<file path="src/rtl/msi_evq_pkg.sv">
package msi_evq_pkg;
  localparam int OFF_W   = 18;   // widest ring: 256 KB
  localparam int ADDR_W  = 64;
  localparam int REC_W   = 128;
  localparam int REC_LOG = 4;    // 16-byte records

  localparam logic [2:0] RA_CTRL    = 3'd0;
  localparam logic [2:0] RA_BASE_HI = 3'd3;
  localparam logic [2:0] RA_BASE_LO = 3'd4;
  localparam logic [2:0] RA_RD_OFF  = 3'd5;
  localparam logic [2:0] RA_WR_OFF  = 3'd6;

  localparam int CB_EN     = 0;
  localparam int CB_FULLDT = 1;
  localparam int CB_IRQEN  = 3;
  localparam int CB_STOP   = 4;
  localparam int CB_SZ     = 8;
  localparam int CB_STICKY = 16;

  typedef struct packed {
    logic       en;
    logic       full_det;
    logic       irq_en;
    logic       stop;
    logic [1:0] sz;
  } ctrl_t;

  function automatic logic [OFF_W-1:0] ring_mask(input logic [1:0] code);
    logic [OFF_W-1:0] ones;
    ones = {OFF_W{1'b1}} >> (2'd3 - code);
    return ones & {{(OFF_W-REC_LOG){1'b1}}, {REC_LOG{1'b0}}};
  endfunction
endpackage

</file>
<file path="src/rtl/msi_evq_regs.sv">
module msi_evq_regs
  import msi_evq_pkg::*;
(
  input  logic             clk,
  input  logic             rst_n,
  input  logic             reg_we,
  input  logic [2:0]       reg_addr,
  input  logic [31:0]      reg_wdata,
  output logic [31:0]      reg_rdata,
  input  logic [OFF_W-1:0] wr_off,
  input  logic             ro_bump,
  input  logic             full_hit,
  output ctrl_t            ctrl,
  output logic [ADDR_W-1:0] base,
  output logic [OFF_W-1:0] rd_off,
  output logic             irq
);
  logic [31:0]      base_hi, base_lo;
  logic             sticky;
  logic [OFF_W-1:0] mask;

  assign mask = ring_mask(ctrl.sz);
  assign base = {base_hi, base_lo};

  always_ff @(posedge clk) begin
    if (!rst_n) begin
      ctrl    <= '0;
      base_hi <= '0;
      base_lo <= '0;
      rd_off  <= '0;
      sticky  <= 1'b0;
    end else begin
      if (reg_we && reg_addr == RA_CTRL) begin
        ctrl.en       <= reg_wdata[CB_EN];
        ctrl.full_det <= reg_wdata[CB_FULLDT];
        ctrl.irq_en   <= reg_wdata[CB_IRQEN];
        ctrl.stop     <= reg_wdata[CB_STOP];
        ctrl.sz       <= reg_wdata[CB_SZ+1:CB_SZ];
        if (reg_wdata[CB_STICKY]) sticky <= 1'b0;
      end
      if (full_hit) sticky <= 1'b1;
      if (reg_we && reg_addr == RA_BASE_HI) base_hi <= reg_wdata;
      if (reg_we && reg_addr == RA_BASE_LO) base_lo <= reg_wdata;
      if (reg_we && reg_addr == RA_RD_OFF)
        rd_off <= {reg_wdata[OFF_W-1:REC_LOG], {REC_LOG{1'b0}}};
      else if (ro_bump)
        rd_off <= (rd_off + OFF_W'(1 << REC_LOG)) & mask;
    end
  end

  always_comb begin
    reg_rdata = '0;
    case (reg_addr)
      RA_CTRL: begin
        reg_rdata[CB_EN]           = ctrl.en;
        reg_rdata[CB_FULLDT]       = ctrl.full_det;
        reg_rdata[CB_IRQEN]        = ctrl.irq_en;
        reg_rdata[CB_STOP]         = ctrl.stop;
        reg_rdata[CB_SZ+1:CB_SZ]   = ctrl.sz;
        reg_rdata[CB_STICKY]       = sticky;
      end
      RA_BASE_HI: reg_rdata = base_hi;
      RA_BASE_LO: reg_rdata = base_lo;
      RA_RD_OFF:  reg_rdata = 32'(rd_off);
      RA_WR_OFF:  reg_rdata = 32'(wr_off);
      default:    reg_rdata = '0;
    endcase
  end

  assign irq = ctrl.irq_en && ((rd_off & mask) != (wr_off & mask));


  overwrite_moves_ro_chk: assert property (@(posedge clk) disable iff (!rst_n)
    ro_bump && !(reg_we && reg_addr == RA_RD_OFF) |=> rd_off != $past(rd_off));
endmodule

</file>
<file path="src/rtl/msi_evq_inbuf.sv">
module msi_evq_inbuf #(
  parameter int W = 16
) (
  input  logic         clk,
  input  logic         rst_n,
  input  logic         in_valid,
  output logic         in_ready,
  input  logic [W-1:0] in_data,
  output logic         out_valid,
  input  logic         out_ready,
  output logic [W-1:0] out_data
);
  logic held;

  assign in_ready  = !held;
  assign out_valid = held;

  always_ff @(posedge clk) begin
    if (!rst_n) begin
      held     <= 1'b0;
      out_data <= '0;
    end else if (in_valid && in_ready) begin
      held     <= 1'b1;
      out_data <= in_data;
    end else if (out_ready) begin
      held     <= 1'b0;
    end
  end


  held_entry_stable_chk: assert property (@(posedge clk) disable iff (!rst_n)
    out_valid && !out_ready |=> out_valid && $stable(out_data));
endmodule

</file>
<file path="src/rtl/msi_evq_wr.sv">
module msi_evq_wr
  import msi_evq_pkg::*;
#(
  parameter int VEC_W = 16
) (
  input  logic              clk,
  input  logic              rst_n,
  input  ctrl_t             ctrl,
  input  logic [ADDR_W-1:0] base,
  input  logic [OFF_W-1:0]  rd_off,
  input  logic              in_valid,
  output logic              in_ready,
  input  logic [VEC_W-1:0]  in_vec,
  output logic              mem_valid,
  input  logic              mem_ready,
  output logic [ADDR_W-1:0] mem_addr,
  output logic [REC_W-1:0]  mem_data,
  output logic [OFF_W-1:0]  wr_off,
  output logic              ro_bump,
  output logic              full_hit
);
  logic [OFF_W-1:0] mask, wo_adv;
  logic full_now, take, drop, issue;

  assign mask     = ring_mask(ctrl.sz);
  assign wo_adv   = (wr_off + OFF_W'(1 << REC_LOG)) & mask;
  assign full_now = ctrl.full_det && (wo_adv == (rd_off & mask));
  assign in_ready = !mem_valid || mem_ready;
  assign take     = in_valid && in_ready;
  assign drop     = !ctrl.en || (full_now && ctrl.stop);
  assign issue    = take && !drop;
  assign ro_bump  = issue && full_now;
  assign full_hit = take && ctrl.en && full_now;

  always_ff @(posedge clk) begin
    if (!rst_n) begin
      mem_valid <= 1'b0;
      mem_addr  <= '0;
      mem_data  <= '0;
      wr_off    <= '0;
    end else begin
      if (mem_valid && mem_ready) mem_valid <= 1'b0;
      if (issue) begin
        mem_valid <= 1'b1;
        mem_addr  <= base + ADDR_W'(wr_off & mask);
        mem_data  <= REC_W'(in_vec);
        wr_off    <= wo_adv;
      end
    end
  end


  mem_hold_chk: assert property (@(posedge clk) disable iff (!rst_n)
    mem_valid && !mem_ready |=> mem_valid && $stable(mem_addr) && $stable(mem_data));

  issue_needs_en_chk: assert property (@(posedge clk) disable iff (!rst_n)
    $changed(wr_off) |-> $past(ctrl.en));

  stop_holds_wo_chk: assert property (@(posedge clk) disable iff (!rst_n)
    in_valid && in_ready && ctrl.stop && full_now |=> $stable(wr_off));

  wo_moves_chk: assert property (@(posedge clk) disable iff (!rst_n)
    $rose(mem_valid) |-> $changed(wr_off));
endmodule

</file>
<file path="src/rtl/msi_evq_writer.sv">
module msi_evq_writer
  import msi_evq_pkg::*;
(
  input  logic         clk,
  input  logic         rst_n,
  input  logic         reg_we,
  input  logic [2:0]   reg_addr,
  input  logic [31:0]  reg_wdata,
  output logic [31:0]  reg_rdata,
  input  logic         msg_valid,
  output logic         msg_ready,
  input  logic [15:0]  msg_vector,
  output logic         mem_valid,
  input  logic         mem_ready,
  output logic [63:0]  mem_addr,
  output logic [127:0] mem_data,
  output logic         irq
);
  localparam int VEC_W = 16;

  ctrl_t              ctrl;
  logic [ADDR_W-1:0]  base;
  logic [OFF_W-1:0]   rd_off, wr_off;
  logic               ro_bump, full_hit;
  logic               b_valid, b_ready;
  logic [VEC_W-1:0]   b_vec;

  msi_evq_regs u_regs (
    .clk(clk), .rst_n(rst_n), .reg_we(reg_we), .reg_addr(reg_addr),
    .reg_wdata(reg_wdata), .reg_rdata(reg_rdata), .wr_off(wr_off),
    .ro_bump(ro_bump), .full_hit(full_hit), .ctrl(ctrl), .base(base),
    .rd_off(rd_off), .irq(irq)
  );

  msi_evq_inbuf #(.W(VEC_W)) u_buf (
    .clk(clk), .rst_n(rst_n), .in_valid(msg_valid), .in_ready(msg_ready),
    .in_data(msg_vector), .out_valid(b_valid), .out_ready(b_ready),
    .out_data(b_vec)
  );

  msi_evq_wr #(.VEC_W(VEC_W)) u_wr (
    .clk(clk), .rst_n(rst_n), .ctrl(ctrl), .base(base), .rd_off(rd_off),
    .in_valid(b_valid), .in_ready(b_ready), .in_vec(b_vec),
    .mem_valid(mem_valid), .mem_ready(mem_ready), .mem_addr(mem_addr),
    .mem_data(mem_data), .wr_off(wr_off), .ro_bump(ro_bump),
    .full_hit(full_hit)
  );


  irq_gate_chk: assert property (@(posedge clk) disable iff (!rst_n)
    irq |-> ctrl.irq_en && (rd_off != wr_off));
endmodule

</file>
<file path="config.mk">
export PLATFORM = sky130hd
export DESIGN_NAME = msi_evq_writer
export DESIGN_NICKNAME = d
export VERILOG_FILES = /design/src/rtl/msi_evq_pkg.sv /design/src/rtl/msi_evq_regs.sv /design/src/rtl/msi_evq_inbuf.sv /design/src/rtl/msi_evq_wr.sv /design/src/rtl/msi_evq_writer.sv
export SDC_FILE = /design/constraint.sdc
export NUM_CORES = 1
export LEC_CHECK = 0
export BUFFER_PORTS_ARGS = -buffer_cell sky130_fd_sc_hd__clkbuf_2
export CAP_MARGIN = 15
export CORE_UTILIZATION = 45
export CTS_CLUSTER_DIAMETER = 60
export DETAILED_ROUTE_END_ITERATION = 8
export PLACE_DENSITY = 0.71
export SLEW_MARGIN = 20
export SYNTH_ARGS = -nofsm -noshare
export SYNTH_HDL_FRONTEND = slang
export SYNTH_SLANG_ARGS = --single-unit
</file>
<file path="constraint.sdc">
create_clock -name clk -period 3.9 [get_ports clk]
set_input_delay 0.585 -clock clk [delete_from_list [all_inputs] [get_ports clk]]
set_output_delay 0.585 -clock clk [all_outputs]
set_load 0.01 [all_outputs]
</file>
### Word-level counts from Yosys, hierarchy flattened

Cells that the tools add are included.

* add/subtract/negate cells: 4
* equal/unequal tests: 6
* shifts and indexed selects: 1
* mux-type cells: 17
* bitwise operators: 6
* reduce and logical (&&, ||, !) cells: 28

Operators by type and width (count)
* bitwise AND 18 bit: 5
* adder 64 bit: 1
* one-hot mux 15 bit (4 select lines): 1
* adder 18 x 5 -> 18 bit, second input constant: 2
* 2-to-1 mux 18 bit: 2
* one-hot mux 2 bit (5 select lines): 3
* one-hot mux 6 bit (4 select lines): 1
* equality test 18 bit: 1
* inequality test 18 bit: 1
* >> shifter 18 x 2 -> 18 bit, first input constant: 1
* logical AND 1 bit: 14
* one-hot mux 3 bit (4 select lines): 1
* nonzero test 2 bit: 5
* equality test 3 bit, second input constant: 3
* 2-to-1 mux 1 bit: 7
* one-hot mux 1 bit (5 select lines): 1
* zero test 1 bit: 4
* one-hot mux 1 bit (4 select lines): 1
* equality test 3 x 2 -> 1 bit, second input constant: 1
* zero test 3 bit: 1
* logical OR 1 bit: 2
* AND reduction 2 bit: 1
* OR reduction 2 bit: 1
* subtractor 2 bit, first input constant: 1
* NOT 1 bit: 1

* register bits: 205

### Depth between registers and ports, before layout

* depth after elaboration: 12
* mapped depth: 12
* depth with buffers taken out: 10

### Hierarchy

A second synthesis with hierarchy kept.

* cell total of the unflattened synthesis: 1462
* area total of the unflattened synthesis: 12051.6 um^2

Modules (own cells, without submodules)
* msi_evq_wr: times used 1, cells an instance 845, area an instance 7049.3 um^2
* msi_evq_regs: times used 1, cells an instance 542, area an instance 4304.1 um^2
* msi_evq_inbuf: times used 1, cells an instance 75, area an instance 698.2 um^2

### Worst setup path before layout

Ideal clock, no wire load.

* path kind: reg2reg
* from: reg u_wr.wr_off[4]
* to: reg u_wr.mem_addr[55]
* setup time: 0.138 ns
* data arrival time: 2.875 ns
* required time: 3.762 ns
* setup slack: 0.887 ns
* cell stages (with the launch flop): 12
* cell sequence: dfxtp_1 ha_1 nand3_1 or2_1 xor2_1 or4_4 or4b_1 clkbuf_1 buf_6 buf_2 a21oi_1 a211oi_1

* cells in the longest elaborated chain, start to end: 8
* elaborated cells on any way between the ends: 10

Ends and longest elaborated chain
* from (decl): line msi_evq_wr.sv:18 `output logic [OFF_W-1:0] wr_off,`
* from (signal assigned): line msi_evq_wr.sv:47 `wr_off <= wo_adv;`
* adder 18 x 5 -> 18 bit: line msi_evq_wr.sv:26 `assign wo_adv = (wr_off + OFF_W'(1 << REC_LOG)) & mask;`
* bitwise AND 18 bit: line msi_evq_wr.sv:26
* equality test 18 bit: line msi_evq_wr.sv:27 `assign full_now = ctrl.full_det && (wo_adv == (rd_off & mask));`
* logical AND 1 bit: line msi_evq_wr.sv:27
* logical AND 1 bit: line msi_evq_wr.sv:30 `assign drop = !ctrl.en || (full_now && ctrl.stop);`
* logical OR 1 bit: line msi_evq_wr.sv:30
* zero test 1 bit: line msi_evq_wr.sv:31 `assign issue = take && !drop;`
* logical AND 1 bit: line msi_evq_wr.sv:31
* to (signal assigned): line msi_evq_wr.sv:45 `mem_addr <= base + ADDR_W'(wr_off & mask);`
* to (decl): line msi_evq_wr.sv:16 `output logic [ADDR_W-1:0] mem_addr,`

Several ways; a longest one is shown, not always the timed one.
A chain may end at the register's enable or synchronous reset.

### Worst setup path in the final report

* from: reg u_wr.wr_off[4]
* to: reg u_wr.mem_addr[46]

Same word-level chain as after synthesis.

==> results_dict.tcl <==
set metrics [dict create \
    outcome "completed" \
    cts_buffer_depth 2 \
    design.core.area_um2 25180 \
    layout_min_cycle_time_ns 3.386 \
    drt_first_iter_violations 1145 \
    setup_repair_after_global_routing_missed_its_margin "no" \
    fp.dieW_um 162.4 \
    crit_type "register to register" \
    post_synth_xor_area_fraction 0.05524 \
    finalMaxSlewViolations 0 \
    die_h_um 162.4 \
    report.final.hold_viol_count 0 \
    setup.worst_path.start "u_wr.wr_off[4]" \
    syn_area_per_cell_um2 7.570 \
    tritoncts "built" \
    total_wire_length_um 36960 \
    compound_gate_fraction_of_synth_area 0.2128 \
    drt_pre_antenna_iters 6 \
    weighted_congestion_at_the_end_of_routability_driven_global_placement 0.9873 \
    final_critical_path_share_of_the_clock_period 0.8681 \
    boundaryPins 283 \
    cp.arrival_ns 3.68 \
    via_count 11450 \
    grt.overflow.total 0 \
    wl_per_cell_um 18.75 \
    synth.cell_area_um2 11570 \
    clk_pin_slew_ns 0.08 \
    cts_buffers 17 \
    h-tree-depth 4 \
    worst_slew_margin_rel 0.4179 \
    worst_r2r_startpoint "u_wr.wr_off[4]" \
    synth_top_cells_by_area "dfxtp_1, a21oi_1, nand2_1, buf_4, nand3_1" \
    numClockSinks 197 \
    post-place-ws_ns 0.4590 \
    worstHoldStart "msg_vector[4]" \
    postRouteAntennaNets 0 \
    post-synth-top-area-fraction 0.3407 \
    synth-seq-cells 197 \
    area_growth_syn_to_layout_pct 11.25 \
    synthArstFlopShare 0 \
    n_antenna_cell 0 \
    worst_skew_pair.late_latency_ns 0.45 \
    synth_simple_gate_area_share 0.2311 \
    grt_pass1_wl_um 56900 \
    vdd_ir_drop_max_mv 0.2328 \
    grt_usage 0.2759 \
    synth_warnings 0 \
    starting_density 0.4597 \
    synth.area.mux_share 0.02043 \
    fp.dieArea_um2 26370 \
    clock-root-buffer "clkbuf_16" \
    timing.fmax_mhz 295.4 \
    fin_total_pwr_mw 4.373 \
    setup_total_negative_slack_ns 0 \
    antenna_violations_before_repair 0 \
    end_kind "register" \
    synthCells 1529 \
    postCtsHoldBufs 0 \
    post_synth_fa_ha_maj_area_fraction 0.01902 \
    number_of_enable_type_register_cells_in_the_synthesized_netlist 0 \
    hold_path.class "primary input to register" \
    fin_skew_ns 0.01558 \
    worst_setup_path_start_kind "register" \
    power.static_leakage_nw 4.794 \
    worst_slew_pin_slew_ns 0.8665 \
    final_util 0.5114 \
    ys_seq_area_frac 0.3407 \
    distinct_cell_type_count_after_synthesis 67 \
    grt_pass1_vias 9940 \
    final_critical_path_setup_slack_ns 0.5143 \
    setup_viol_count_final 0 \
    postCtsResizedCells 0 \
    crit_required_ns 4.19 \
    net_total_in_the_final_layout 1701 \
    ys_dominant_reg_cell "dfxtp_1" \
    postCtsSetupRepairBufs 0 \
    dp.final_hpwl_um 26090 \
    floorplan.rows 58 \
    synth_top_family_by_area "simple AND/OR/NAND/NOR gates" \
    power.density_cell_area_nw_per_um2 339.6 \
    drcViolationCount 0 \
    netlist.top_cell.by_area "dfxtp_1" \
    layout_commonest_cell "nand2_1" \
    vias_per_cell 5.810 \
    postPlaceCellArea_um2 12260 \
    grt_max_degree 73 \
    port_buffers 170 \
    crit_fanout 44 \
    max-cap-violations 0 \
    layout-drive-gt1-share 0.1566 \
    layout_common_cells "nand2_1, a21oi_1, dfxtp_1" \
    final_design_area_no_fill_um2 12880 \
]
[state kept, by name, summed over array words and instances (netlist names), 6 cells and up]
register / flops
u_buf.out_data: 16
u_regs.base_hi: 32
u_regs.base_lo: 32
u_regs.ctrl: 6
u_regs.rd_off: 14
u_wr.mem_addr: 64
u_wr.mem_data: 16
u_wr.wr_off: 14
[worst paths after layout]
kind | endpoint | slack (ns) | cells past startpoint
hold / removal | u_buf.out_data[4] | 0.35 | 3
hold reg to reg | u_buf.out_data[14] | 0.45 | 2
setup / recovery | u_wr.mem_addr[46] | 0.51 | 9
setup reg to reg | u_wr.mem_addr[46] | 0.51 | 9
[Yosys cell counts, types with 4 or more instances]
master and n:
xor2_1 32, nor3b_1 11, buf_4 112, a22o_1 25
o31ai_1 9, o21a_1 6, buf_1 11, buf_2 15
mux2i_1 18, nand2b_1 14, a31oi_1 6, a311oi_1 4
o21bai_1 4, nand2_1 261, and3_1 19, nand4_1 38
a22oi_1 5, inv_1 18, o211ai_1 10, nor4b_1 4
nand4b_1 4, nor4_1 14, nor2b_1 13, a221oi_1 4
dfxtp_1 197, mux2_2 5, nor3_1 32, o21ai_0 68
or4_1 4, and2_1 6, a21o_1 4, xnor2_1 41
a211oi_1 48, or3_1 6, a21oi_1 202, nand3_1 76
ha_1 16, clkbuf_1 94, nor2_1 40
[per-layer routing]
metal  wire length [um]  track usage  part of all wire
met4               1325       0.1111             0.036
met1              16450       0.3976              0.45
met3               3219      0.05246             0.087
met2              15960       0.4005              0.43
met5                  0            0                 0
[critical path: stages, from the launching register on]
cell	delay, ns
dfxtp_1	0.55
ha_1	0.29
nand3_1	0.17
or2_1	0.34
xor2_1	0.17
or4_4	0.57
or4b_4	0.55
buf_4	0.30
a21oi_1	0.21
a211oi_1	0.07
[report_power, final]
group	total, mW	leakage [nW]	internal, mW	switching (mW)
clock	1.88	0.297	0.981	0.897
sequential	2.11	1.59	2.05	0.0556
combinational	0.390	2.90	0.122	0.268
total	4.37	4.79	3.15	1.22
[cells by family (layout without fill, tap and decap cells)]
kind of cell,count (synthesis),in the layout
AND/OR/NAND/NOR,555,555
AO/OA/AOI/OAI,411,411
buffers and inverters,252,253
flip-flops,197,197
XOR/XNOR,73,73
multiplexers,23,23
adder cells (fa/ha/maj),17,17
other,1,112
[final cells by class]
class / count / area [um^2]
Sequential cell: 197 / 3944
Tap cell: 330 / 412.9
Inverter: 19 / 73.82
Multi-Input combinational cell: 1191 / 6690
Clock buffer: 18 / 429.2
Clock inverter: 14 / 186.4
Timing Repair Buffer: 202 / 1141
Fill cell: 2463 / 12300
[through the flow]
step / hold WS (ns) / cells
floorplan: 0.4366 / 1640
global placement: 0.4426 / 1939
detailed placement: 0.4482 / 1939
CTS: 0.3443 / 1971
global route: 0.3536 / 1971
finish: 0.3516 / 1971
No activity file was read; power rests on OpenSTA's default activity.
